File: config.mk
export PLATFORM = sky130hd
export DESIGN_NAME = bus_mode_seq
export DESIGN_NICKNAME = d
export VERILOG_FILES = /design/src/rtl/dms_pkg.sv /design/src/rtl/dms_chan_bank.sv /design/src/rtl/dms_bus_ctl.sv /design/src/rtl/bus_mode_seq.sv
export SDC_FILE = /design/constraint.sdc
export NUM_CORES = 1
export LEC_CHECK = 0
export CORE_UTILIZATION = 50
export DETAILED_ROUTE_END_ITERATION = 7
export DONT_BUFFER_PORTS = 1
export GPL_TIMING_DRIVEN = 0
export PLACE_DENSITY = 0.68
export RECOVER_POWER = 25
export SETUP_SLACK_MARGIN = 0.1
export SYNTH_ARGS = -nofsm -noshare
export SYNTH_HDL_FRONTEND = slang
export SYNTH_SLANG_ARGS = --single-unit
File: constraint.sdc
create_clock -name clk -period 2.9 [get_ports clk]
set_input_delay 0.145 -clock clk [delete_from_list [all_inputs] [get_ports clk]]
set_output_delay 0.145 -clock clk [all_outputs]
set_load 0.02 [all_outputs]
File: src/rtl/dms_pkg.sv
package dms_pkg;
  localparam int SEL_W = 4;

  typedef enum logic [1:0] {
    ST_IDLE,
    ST_REQ,
    ST_XFER,
    ST_GAP
  } seq_state_e;

  typedef struct packed {
    logic             decEn;
    logic [SEL_W-1:0] sel;
  } seq_ctl_t;
endpackage

File: src/rtl/dms_chan_bank.sv
module dms_chan_bank
  import dms_pkg::*;
#(
  parameter int NCH       = 4,
  parameter int CNT_W     = 8,
  parameter int BLOCK_CYC = 4,
  parameter int CYC_W     = 3
) (
  input  logic               clk,
  input  logic               rstN,
  input  logic [NCH-1:0]     chStart,
  input  logic [NCH*CNT_W-1:0] chCount,
  input  logic [NCH-1:0]     chBurst,
  input  logic [NCH-1:0]     chExtSrc,
  input  logic [NCH*2-1:0]   chUnit,
  input  logic [NCH-1:0]     extReqN,
  input  seq_ctl_t           ctl,
  output logic [NCH-1:0]     pending,
  output logic [CYC_W-1:0]   curLen,
  output logic               curSteal,
  output logic               curExt,
  output logic               curLast,
  output logic [NCH-1:0]     chDone
);

  logic [NCH-1:0]   activeV;
  logic [NCH-1:0]   stealV;
  logic [NCH-1:0]   extV;
  logic [NCH-1:0]   lastV;
  logic [CYC_W-1:0] lenV [NCH];
  logic             selActive;

  for (genvar g = 0; g < NCH; g++) begin : g_ch
    logic             actQ;
    logic             burstQ;
    logic             extQ;
    logic             doneQ;
    logic [1:0]       unitQ;
    logic [CNT_W-1:0] cntQ;
    logic             hit;
    logic [CNT_W-1:0] startCnt;

    assign hit      = ctl.decEn && (ctl.sel == SEL_W'(g));
    assign startCnt = chCount[g*CNT_W +: CNT_W];

    always_ff @(posedge clk) begin
      if (!rstN) begin
        actQ   <= 1'b0;
        burstQ <= 1'b0;
        extQ   <= 1'b0;
        doneQ  <= 1'b0;
        unitQ  <= 2'b00;
        cntQ   <= '0;
      end else begin
        doneQ <= 1'b0;
        if (hit && actQ) begin
          cntQ <= cntQ - CNT_W'(1);
          if (cntQ == CNT_W'(1)) begin
            actQ  <= 1'b0;
            doneQ <= 1'b1;
          end
        end else if (chStart[g] && !actQ && (startCnt != '0)) begin
          actQ   <= 1'b1;
          cntQ   <= startCnt;
          burstQ <= chBurst[g];
          extQ   <= chExtSrc[g];
          unitQ  <= chUnit[g*2 +: 2];
        end
      end
    end

    assign activeV[g] = actQ;
    assign pending[g] = actQ && (!extQ || !extReqN[g]);
    assign stealV[g]  = extQ || !burstQ;
    assign extV[g]    = extQ;
    assign lastV[g]   = (cntQ == CNT_W'(1));
    assign chDone[g]  = doneQ;
    assign lenV[g]    = (unitQ == 2'b00) ? CYC_W'(1) :
                        (unitQ == 2'b01) ? CYC_W'(2) : CYC_W'(BLOCK_CYC);
  end

  always_comb begin
    curLen    = CYC_W'(1);
    curSteal  = 1'b1;
    curExt    = 1'b0;
    curLast   = 1'b0;
    selActive = 1'b0;
    for (int i = 0; i < NCH; i++) begin
      if (ctl.sel == SEL_W'(i)) begin
        curLen    = lenV[i];
        curSteal  = stealV[i];
        curExt    = extV[i];
        curLast   = lastV[i];
        selActive = activeV[i];
      end
    end
  end


  done_onehot_chk: assert property (@(posedge clk) disable iff (!rstN)
    $onehot0(chDone));


  dec_armed_chk: assert property (@(posedge clk) disable iff (!rstN)
    ctl.decEn |-> selActive);

endmodule

File: src/rtl/dms_bus_ctl.sv
module dms_bus_ctl
  import dms_pkg::*;
#(
  parameter int NCH   = 4,
  parameter int CYC_W = 3
) (
  input  logic             clk,
  input  logic             rstN,
  input  logic [NCH-1:0]   pending,
  input  logic [CYC_W-1:0] curLen,
  input  logic             curSteal,
  input  logic             curExt,
  input  logic             curLast,
  input  logic             busGrant,
  output seq_ctl_t         ctl,
  output logic             busReq,
  output logic             busCycle,
  output logic             unitStrobe,
  output logic [NCH-1:0]   extAck
);

  seq_state_e       state;
  logic [CYC_W-1:0] cyc;
  logic [SEL_W-1:0] curCh;
  logic [SEL_W-1:0] winCh;
  logic             anyPend;
  logic             otherPend;
  logic             unitEnd;

  always_comb begin
    winCh   = '0;
    anyPend = |pending;
    for (int i = NCH - 1; i >= 0; i--) begin
      if (pending[i]) winCh = SEL_W'(i);
    end
  end

  always_comb begin
    otherPend = 1'b0;
    for (int i = 0; i < NCH; i++) begin
      if (pending[i] && (curCh != SEL_W'(i))) otherPend = 1'b1;
    end
  end

  assign unitEnd = (state == ST_XFER) && (cyc == curLen - CYC_W'(1));

  always_ff @(posedge clk) begin
    if (!rstN) begin
      state <= ST_IDLE;
      cyc   <= '0;
      curCh <= '0;
    end else begin
      case (state)
        ST_IDLE, ST_GAP: begin
          if (anyPend) begin
            state <= ST_REQ;
            curCh <= winCh;
          end else begin
            state <= ST_IDLE;
          end
        end
        ST_REQ: begin
          if (busGrant) begin
            state <= ST_XFER;
            cyc   <= '0;
          end
        end
        ST_XFER: begin
          if (unitEnd) begin
            if (!curSteal && !curLast && !otherPend) begin
              cyc <= '0;
            end else begin
              state <= ST_GAP;
            end
          end else begin
            cyc <= cyc + CYC_W'(1);
          end
        end
        default: state <= ST_IDLE;
      endcase
    end
  end

  assign busReq     = (state == ST_REQ) || (state == ST_XFER);
  assign busCycle   = (state == ST_XFER);
  assign unitStrobe = unitEnd;
  assign ctl.decEn  = unitEnd;
  assign ctl.sel    = curCh;

  always_comb begin
    for (int i = 0; i < NCH; i++) begin
      extAck[i] = busCycle && curExt && (curCh == SEL_W'(i));
    end
  end


  steal_gap_chk: assert property (@(posedge clk) disable iff (!rstN)
    (unitStrobe && curSteal) |=> !busReq);


  release_at_unit_chk: assert property (@(posedge clk) disable iff (!rstN)
    $fell(busReq) |-> $past(unitStrobe));


  grant_first_chk: assert property (@(posedge clk) disable iff (!rstN)
    $rose(busCycle) |-> $past(busGrant));


  ack_onehot_chk: assert property (@(posedge clk) disable iff (!rstN)
    $onehot0(extAck));

endmodule

File: src/rtl/bus_mode_seq.sv
module bus_mode_seq
  import dms_pkg::*;
#(
  parameter int NUM_CH    = 4,
  parameter int CNT_W     = 8,
  parameter int BLOCK_CYC = 4,
  localparam int CH_W     = (NUM_CH > 1) ? $clog2(NUM_CH) : 1,
  localparam int CYC_W    = $clog2(BLOCK_CYC + 1)
) (
  input  logic                  clk,
  input  logic                  rstN,
  input  logic [NUM_CH-1:0]     chStart,
  input  logic [NUM_CH*CNT_W-1:0] chCount,
  input  logic [NUM_CH-1:0]     chBurst,
  input  logic [NUM_CH-1:0]     chExtSrc,
  input  logic [NUM_CH*2-1:0]   chUnit,
  input  logic [NUM_CH-1:0]     extReqN,
  output logic                  busReq,
  input  logic                  busGrant,
  output logic                  busCycle,
  output logic                  unitStrobe,
  output logic [CH_W-1:0]       unitCh,
  output logic [NUM_CH-1:0]     extAck,
  output logic [NUM_CH-1:0]     chDone
);

  seq_ctl_t          ctl;
  logic [NUM_CH-1:0] pending;
  logic [CYC_W-1:0]  curLen;
  logic              curSteal;
  logic              curExt;
  logic              curLast;

  dms_chan_bank #(
    .NCH(NUM_CH), .CNT_W(CNT_W), .BLOCK_CYC(BLOCK_CYC), .CYC_W(CYC_W)
  ) bank (
    .clk(clk), .rstN(rstN), .chStart(chStart), .chCount(chCount),
    .chBurst(chBurst), .chExtSrc(chExtSrc), .chUnit(chUnit),
    .extReqN(extReqN), .ctl(ctl), .pending(pending), .curLen(curLen),
    .curSteal(curSteal), .curExt(curExt), .curLast(curLast),
    .chDone(chDone)
  );

  dms_bus_ctl #(.NCH(NUM_CH), .CYC_W(CYC_W)) ctrl (
    .clk(clk), .rstN(rstN), .pending(pending), .curLen(curLen),
    .curSteal(curSteal), .curExt(curExt), .curLast(curLast),
    .busGrant(busGrant), .ctl(ctl), .busReq(busReq), .busCycle(busCycle),
    .unitStrobe(unitStrobe), .extAck(extAck)
  );

  assign unitCh = ctl.sel[CH_W-1:0];

endmodule

# [Yosys cells after proc, flatten, opt, wreduce, memory -nomap -nowiden]
# Cells that the tools add are included.
[op_classes] n_addsub=6 n_eq_ne=26 mux=65 n_bitwise=4 n_reduce_logical=93
[op_table] cell="$mux W8" n=8
[op_table] cell="$mux W3" n=15
[op_table] cell="$mux W1" n=33
[op_table] cell="$eq A8 B1 Y1 const B" n=4
[op_table] cell="$logic_and A1 B1 Y1" n=32
[op_table] cell="$reduce_bool A8 Y1" n=4
[op_table] cell="$sub A8 B1 Y8 const B" n=4
[op_table] cell="$reduce_and A2 Y1" n=13
[op_table] cell="$logic_not A1 Y1" n=19
[op_table] cell="$mux W2" n=7
[op_table] cell="$eq A2 B1 Y1 const B" n=5
[op_table] cell="$logic_not A2 Y1" n=5
[op_table] cell="$reduce_bool A2 Y1" n=5
[op_table] cell="$logic_or A1 B1 Y1" n=9
[op_table] cell="$eq A4 B2 Y1 const B" n=2
[op_table] cell="$ne A2 B1 Y1 const B" n=4
[op_table] cell="$ne A4 B2 Y1 const B" n=2
[op_table] cell="$ne A2 B2 Y1 const B" n=3
[op_table] cell="$pmux W2 S3" n=1
[op_table] cell="$pmux W3 S2" n=1
[op_table] cell="$reduce_and A3 Y1" n=2
[op_table] cell="$eq A2 B2 Y1 const B" n=2
[op_table] cell="$eq A4 B1 Y1 const B" n=1
[op_table] cell="$logic_not A4 Y1" n=1
[op_table] cell="other kinds (9)" n=12
[totals] register_bits=65 inputBits=59

# [Logic depth before layout (Yosys ltp)]
# Gate-level depths: netlist (run 1).
[depth] depth_word=14 ltp_mapped=14

# [Hierarchy]
# From an unflattened synthesis (run 1), not the netlist that was laid out.
[hier_totals] cells_unflattened=425 hier_area_um2=3598.5
[modules_own_cells] module="dms_chan_bank" instances=1 cells_each=350 area_per_inst_um2=3019.1
[modules_own_cells] module="dms_bus_ctl" instances=1 cells_each=75 area_per_inst_um2=579.3

# [Least setup slack after synthesis (run 1)]
# Ideal clock, no wire load.
[synth_path] kind="reg2reg" startpoint="register ctrl.curCh[0]" endpoint="register bank.g_ch[2].cntQ[7]" arrival_ns=2.990 path_slack_ns=-0.164 stages_incl_launch_ff=15 n_path_buf=3 period_less_slack_ns=3.064 path_cell_list="dfxtp_1 > buf_6 > clkbuf_1 > nor2_1 > a32oi_1 > nand2_1 > o21ai_0 > ha_1 > xor2_1 > nor2b_1 > mux2i_1 > or4_4 > buf_6 > or3_1 > a31oi_1"
[synth_via] elab_chain_cells=11
[synth_rtl] element="start: declaration" line_no="dms_bus_ctl.sv:24" rtl="logic [SEL_W-1:0] curCh;"
[synth_rtl] element="start signal: assignment" line_no="dms_bus_ctl.sv:57" rtl="curCh <= winCh;"
[synth_rtl] element="$logic_not A4 Y1" line_no="dms_chan_bank.sv:89" rtl="if (ctl.sel == SEL_W'(i)) begin"
[synth_rtl] element="$mux W3 (4 in series)" line_no="dms_chan_bank.sv:89"
[synth_rtl] element="$sub A3 B1 Y3" line_no="dms_bus_ctl.sv:45" rtl="assign unitEnd = (state == ST_XFER) && (cyc == curLen - CYC_W'(1));"
[synth_rtl] element="$eq A3 B3 Y1" line_no="dms_bus_ctl.sv:45"
[synth_rtl] element="$logic_and A1 B1 Y1" line_no="dms_bus_ctl.sv:45"
[synth_rtl] element="$logic_and A1 B1 Y1 (*)" line_no="dms_chan_bank.sv:43" rtl="assign hit = ctl.decEn && (ctl.sel == SEL_W'(g));"
[synth_rtl] element="$logic_and A1 B1 Y1 (*)" line_no="dms_chan_bank.sv:56" rtl="if (hit && actQ) begin"
[synth_rtl] element="$mux W8 / $reduce_bool A2 Y1 (equally long branches)"
[synth_rtl] element="end signal: assignment" line_no="dms_chan_bank.sv:57" rtl="cntQ <= cntQ - CNT_W'(1);"
[synth_rtl] element="end signal: assignment" line_no="dms_chan_bank.sv:64" rtl="cntQ <= startCnt;"
[synth_rtl] element="end: declaration" line_no="dms_chan_bank.sv:39" rtl="logic [CNT_W-1:0] cntQ;"
# Mark *: on every way between the ends. The rest lies on a longest branch, timed or not.
# A chain may end at the register's enable or synchronous reset.

# [Final worst setup path (run 1)]
[layout_path] startpoint="register ctrl.curCh[0]" endpoint="register bank.g_ch[2].cntQ[4]"
# Same word-level chain as after synthesis.

==> metrics.cfg, run 1 <==
[run_status]
status = finished, violations left
violations = negative setup slack

[min_path]
worstHoldStart = chCount[3]
hold_class = in -> reg

[power_and_ir_drop]
power.share.sequential = 0.350
p_sw_w = 0.00114
leakage_nw = 1.77
powerDensity_nw_per_um2 = 635
swShare = 0.384
combinationalPowerShare = 0.422
max-vdd-ir-drop_mv = 0.362
intPower_w = 0.00183
p_clk_frac = 0.228

[clocking]
path_clk_slew_ns = 0.07
htree_levels = 3
cts_buffer_depth = 2
clk_latency_ns = 0.34
cts.sinks = 63
cts_root_buf = clkbuf_8
tritoncts = done
cts_made_buffers = 9

[layout]
stdcell_area_um2 = 4680
mostFrequentLayoutCells = nand2_1 (62), dfxtp_1 (57), dlygate4sd3_1 (36)
multiInputGateArea_um2 = 2380
layout-drive-gt1-share = 0.148
layout.nets = 595
seqCellArea_um2 = 1270
num-fill-cells = 587
area_growth_pct = 27.7
diodes = 0
final_common_cell = nand2_1

[detailed_routing]
via_per_inst = 6.05
dr_total_vias = 3769
firstDrtPassIters = 6
route.detailed.drc = 0
routedWlPerCell_um = 17.5
finalWirelength_mm = 10.9
drt_iter0_drc = 249
postRouteAntennaNets = 0

[synth]
yosys.area.top_type = dfxtp_1
ys.flop_type = dfxtp_1
synth.avg_cell_area_um2 = 7.99
synth.distinct_cells = 59
synth_seq_area_share = 0.344
synth-seq-cells = 63
synth_top_area_frac = 0.344
syn_nets = 530
synth_cells = 459
syn-cell-area_um2 = 3670
synth_edf_count = 0
ys_async_sr_fraction = 0
ys_warn_count = 0
synth_area_leaders = dfxtp_1 (34%), nand2_1 (6.5%), ha_1 (4.1%)

[sta]
whs_ns = 0.00967
relSlewSlack = 0.497
setup_viol = 2
final_max_slew_viol_count = 0
clock-skew-final_ns = 0.00911
finalSetupTns_ns = -0.0366
layout_min_cycle_time_ns = 2.93
fin_ws_ns = -0.0257
tightest_slew_ns = 0.748
max_freq_mhz = 342
hold_violations = 0
finalCritPeriodShare = 1.01
rsz0062_at_grt = yes

[setup_path]
crit_arrival_ns = 3.19
crit_path_start_kind = flop
critPathMaxFanout = 6
crit_type = reg -> reg
r2r-start = ctrl.curCh[0]
setup.worst_path.start = ctrl.curCh[0]
end_kind = flop
cp.required_ns = 3.16

[placed_design]
dpl_cell_area_um2 = 3810
pre_cts_slack_ns = -0.379
io_buffers = 0
gp_congestion = 0.859
dp_hpwl_mm = 7.31

[global_routing]
antenna_found_initial = 0
grt_max_degree = 11
grtUsageTotal = 0.285
grt_pass1_vias = 3448
grt_pass1_wl_mm = 16.8
grt-ovfl-total = 0

[die]
rows = 30
dieArea_um2 = 7680
fp.dieH_um = 87.6
die_width_um = 87.6
start_util = 0.528
design.core.area_um2 = 6940
ios = 72

[job]
maxCapViolCount = 0

[synth_stat cells (7+ instances only)]
master,count
a21oi_1,27
clkbuf_1,20
inv_1,24
dfxtp_1,63
ha_1,12
o21ai_0,10
mux2i_1,14
nor2_1,25
nand3_1,21
nor4_1,11
o211ai_1,8
and3_1,8
nand2_1,63
or3_1,8
or4_1,7
o21a_1,7
nor3_1,12
a31oi_1,20
[registers in the layout (all words and copies together) (netlist names)]
signal and flops:
ctrl.curCh 2, bank.g_ch.extQ 4, bank.g_ch.burstQ 4, ctrl.state 2, ctrl.cyc 3, bank.g_ch.cntQ 32
bank.g_ch.doneQ 4, bank.g_ch.actQ 4, bank.g_ch.unitQ 8
[worst paths after layout]
| check | to | slack, ns | cells past startpoint |
|---|---|---|---|
| max reg2reg | bank.g_ch[2].cntQ[4] | -0.03 | 10 |
| min reg2reg | bank.g_ch[3].burstQ | 0.47 | 2 |
| max | bank.g_ch[2].cntQ[4] | -0.03 | 10 |
| min | bank.g_ch[0].cntQ[3] | 0.01 | 2 |
[power by group through the flow]
stage	sequential (W)	clock, W	combinational [W]
after CTS	0.00103	0.000684	0.00110
after global routing	0.00105	0.000725	0.00135
final	0.00104	0.000678	0.00125
after global placement	0.00105	0	0.000852
after detailed placement	0.00105	0	0.000872
after floorplan	0.00103	0	0.000682
[cells by family (layout without fill, tap and decap cells)]
kind of cell | Yosys count | count (layout) | synth area share
AOI/OAI and AO/OA | 113 | 113 | 0.211
and+or+nand+nor | 197 | 197 | 0.275
muxes | 17 | 17 | 0.0536
adders and majority gates | 12 | 12 | 0.0410
xor gates and xnor gates | 5 | 5 | 0.0140
DFF | 63 | 63 | 0.344
buffers and inverters | 52 | 120 | 0.0614
[repair_timing]
action | 4_1_cts | 5_1_grt
hold buffers | 36 | 0
setup endpoints to repair | 42 | 44
pin swaps | 15 | 17
hold endpoints to repair | 36 | 0
gates resized for setup | 26 | 30
setup buffers | 12 | 7
[area by class of cell]
| cell class | instances | share of cell area |
|---|---|---|
| Buffer | 27 | 0.0275 |
| Clock buffer | 13 | 0.0339 |
| Clock inverter | 1 | 0.00107 |
| Inverter | 24 | 0.0200 |
| Multi-Input combinational cell | 344 | 0.508 |
| Sequential cell | 63 | 0.271 |
| Tap cell | 96 | 0.0256 |
| Timing Repair Buffer | 55 | 0.112 |
[routing by layer]
metal / global-route usage / part of all wire
met1: 0.372 / 0.44
met2: 0.462 / 0.47
met3: 0.0716 / 0.074
met4: 0.0969 / 0.014
met5: 0 / 0
[through the flow]
stage                util  total power (W)  instances
floorplan               -          0.00171        459
global placement    0.549          0.00190        555
detailed placement  0.549          0.00192        555
CTS                 0.652          0.00282        616
global route        0.674          0.00313        623
finish              0.674          0.00297        623
[critical path, stage by stage (launching register included)]
cell	delay (ns)
dfxtp_4	0.39
buf_6	0.13
mux4_2	0.55
ha_4	0.30
xor2_2	0.16
nor2b_4	0.19
mux2i_2	0.09
or4_4	0.42
buf_6	0.15
or3_1	0.34
a31oi_1	0.13
No activity file was read; power rests on OpenSTA's default activity.
==> run 2: changes to the inputs <==
--- a/config.mk
+++ b/config.mk
@@ -10,7 +10,6 @@
 export DONT_BUFFER_PORTS = 1
 export GPL_TIMING_DRIVEN = 0
 export PLACE_DENSITY = 0.68
-export RECOVER_POWER = 25
 export SETUP_SLACK_MARGIN = 0.1
 export SYNTH_ARGS = -nofsm -noshare
 export SYNTH_HDL_FRONTEND = slang
==> run 2 against run 1 <==
Effect of this change: the flow still finishes with violations (negative setup slack); fmax barely moved; global-route usage unchanged; design area grew 0.32%; sequential share of layout area down 0.087 points; core utilization up 0.22 points; final cell count unchanged; non-clock buffer count unchanged; critical endpoint unchanged; largest power group unchanged.
==> metrics.cfg, run 2 (same netlist as run 1, synthesis figures left out) <==
[clocking]
clk_latency_ns = 0.34  ; about the same
htree_levels = 3  ; unchanged
path_clk_slew_ns = 0.07  ; about the same
cts_root_buf = clkbuf_8
tritoncts = done
cts_made_buffers = 9  ; unchanged
cts_buffer_depth = 2  ; unchanged
cts.sinks = 63  ; unchanged

[layout]
diodes = 0  ; unchanged
area_growth_pct = 28.2
layout.nets = 595  ; unchanged
final_common_cell = nand2_1
largest_reg_flops = 32  ; unchanged
stdcell_area_um2 = 4700  ; +0.32%
fin_cells = 623  ; unchanged
top_register = bank.g_ch.cntQ
reg_top3 = bank.g_ch.cntQ: 32 flops, bank.g_ch.unitQ: 8 flops
layout-drive-gt1-share = 0.156  ; +0.00759
mostFrequentLayoutCells = nand2_1 (62), dfxtp_1 (57), dlygate4sd3_1 (36)

[run_status]
violations = negative setup slack
status = finished, violations left

[power_and_ir_drop]
powerDensity_nw_per_um2 = 632  ; -0.34%
max-vdd-ir-drop_mv = 0.361  ; -0.23%
report.power.total_w = 0.00297  ; about the same
leakage_nw = 1.78  ; +0.97%

[sta]
max_freq_mhz = 342  ; about the same
relSlewSlack = 0.496  ; -0.00166
layout_min_cycle_time_ns = 2.92  ; -0.00123 ns
finalCritPeriodShare = 1.01  ; about the same
final_max_slew_viol_count = 0  ; unchanged
setup_viol = 2  ; unchanged
clock-skew-final_ns = 0.00950  ; +0.000388 ns
rsz0062_at_grt = yes
tightest_slew_ns = 0.751  ; +0.00247 ns
fin_ws_ns = -0.0245  ; +0.00123 ns
hold_violations = 0  ; unchanged

[global_routing]
grtUsageTotal = 0.285  ; unchanged
antenna_found_initial = 0  ; unchanged
grt_pass1_vias = 3448  ; unchanged
grt_max_degree = 11  ; unchanged
grt_pass1_wl_mm = 16.8  ; unchanged
grt-ovfl-total = 0  ; unchanged

[setup_path]
end_kind = flop
crit_path_start_kind = flop
cp.required_ns = 3.16  ; about the same
crit_type = reg -> reg
crit_arrival_ns = 3.18  ; about the same
critPathMaxFanout = 6  ; unchanged

[die]
rows = 30  ; unchanged
design.core.area_um2 = 6940  ; unchanged
ios = 72  ; unchanged
die_width_um = 87.6  ; unchanged
start_util = 0.528  ; unchanged
fp.dieH_um = 87.6  ; unchanged
dieArea_um2 = 7680  ; unchanged

[detailed_routing]
route.met2.wl_mm = 5.14  ; +0.29%
wl_met3_um = 761  ; -5.0%
dr_total_vias = 3754  ; -0.40%
routedWlPerCell_um = 17.4  ; -0.12%
drt_iter0_drc = 248  ; -0.40%
postRouteAntennaNets = 0  ; unchanged
route.detailed.drc = 0  ; unchanged
top_layer_used = met4
via_per_inst = 6.03  ; -0.40%
wl_met1_mm = 4.81  ; +0.31%
finalWirelength_mm = 10.9  ; -0.12%
firstDrtPassIters = 5  ; -1

[placed_design]
dpl_cell_area_um2 = 3810  ; unchanged
post-place-cells = 555  ; unchanged
io_buffers = 0  ; unchanged
dp_hpwl_mm = 7.31  ; unchanged
gp_congestion = 0.859  ; unchanged

[min_path]
hold_class = in -> reg

[job]
maxCapViolCount = 0  ; unchanged

run 2: cell count changes in the layout (fill, tap and decap cells not counted), sizes merged:
| cell | before | now |
|---|---|---|
| buf | 25 | 29 |
| clkbuf | 34 | 30 |
run 2: path summary, 6_finish.rpt:
kind,start,end,slack [ns],cells past startpoint
worst min register to register,bank.g_ch[3].burstQ,bank.g_ch[3].burstQ,0.47,2
worst max register to register,ctrl.curCh[0],bank.g_ch[2].cntQ[4],-0.02,10
worst min-delay path,chCount[3],bank.g_ch[0].cntQ[3],0.01,2
worst max-delay path,ctrl.curCh[0],bank.g_ch[2].cntQ[4],-0.02,10
run 2: routing by layer:
metal,global-route usage,up-vias
met5,0,-
met4,0.0969,0
met3,0.0716,16
met2,0.462,149
met1,0.372,1773
li1,-,1816
run 2: cell type report:
class	instances	area (um2)
buffer	27	144
clock buffer	13	159
clock inverter	1	5.00
fill	584	2250
inverter	24	93.8
multi-input combinational	344	2380
sequential	63	1270
tap	96	120
timing repair buffer	55	526
run 2: report_power, final:
group          internal [W]  switching, W
sequential         0.000947     0.0000935
combinational      0.000535      0.000719
clock              0.000347      0.000330
total               0.00183       0.00114
run 2: stage by stage:
step	setup slack [ns]	TNS, ns	hold WS, ns	utilization
after floorplan	0.0728	0	0.263	-
after global placement	-0.333	-4.02	0.267	0.549
after detailed placement	-0.379	-5.30	0.271	0.549
after CTS	0.00428	0	0.00295	0.652
after global routing	-0.130	-0.945	0.00655	0.677
final	-0.0245	-0.0332	0.0108	0.677
run 2: critical path, stage by stage, from the launching register on:
cell	delay, ns
dfxtp_4	0.39
buf_6	0.13
mux4_2	0.55
ha_4	0.30
xor2_2	0.16
nor2b_4	0.19
mux2i_2	0.09
or4_4	0.42
buf_6	0.15
or3_1	0.34
a31oi_1	0.13
run 2: timing repair:
action                                  CTS  global route
setup buffers                            12             7
hold endpoints to repair                 36             0
hold buffers                             36             0
gates resized for setup                  26            30
pin swaps                                15            17
endpoints found under the setup margin   42            44
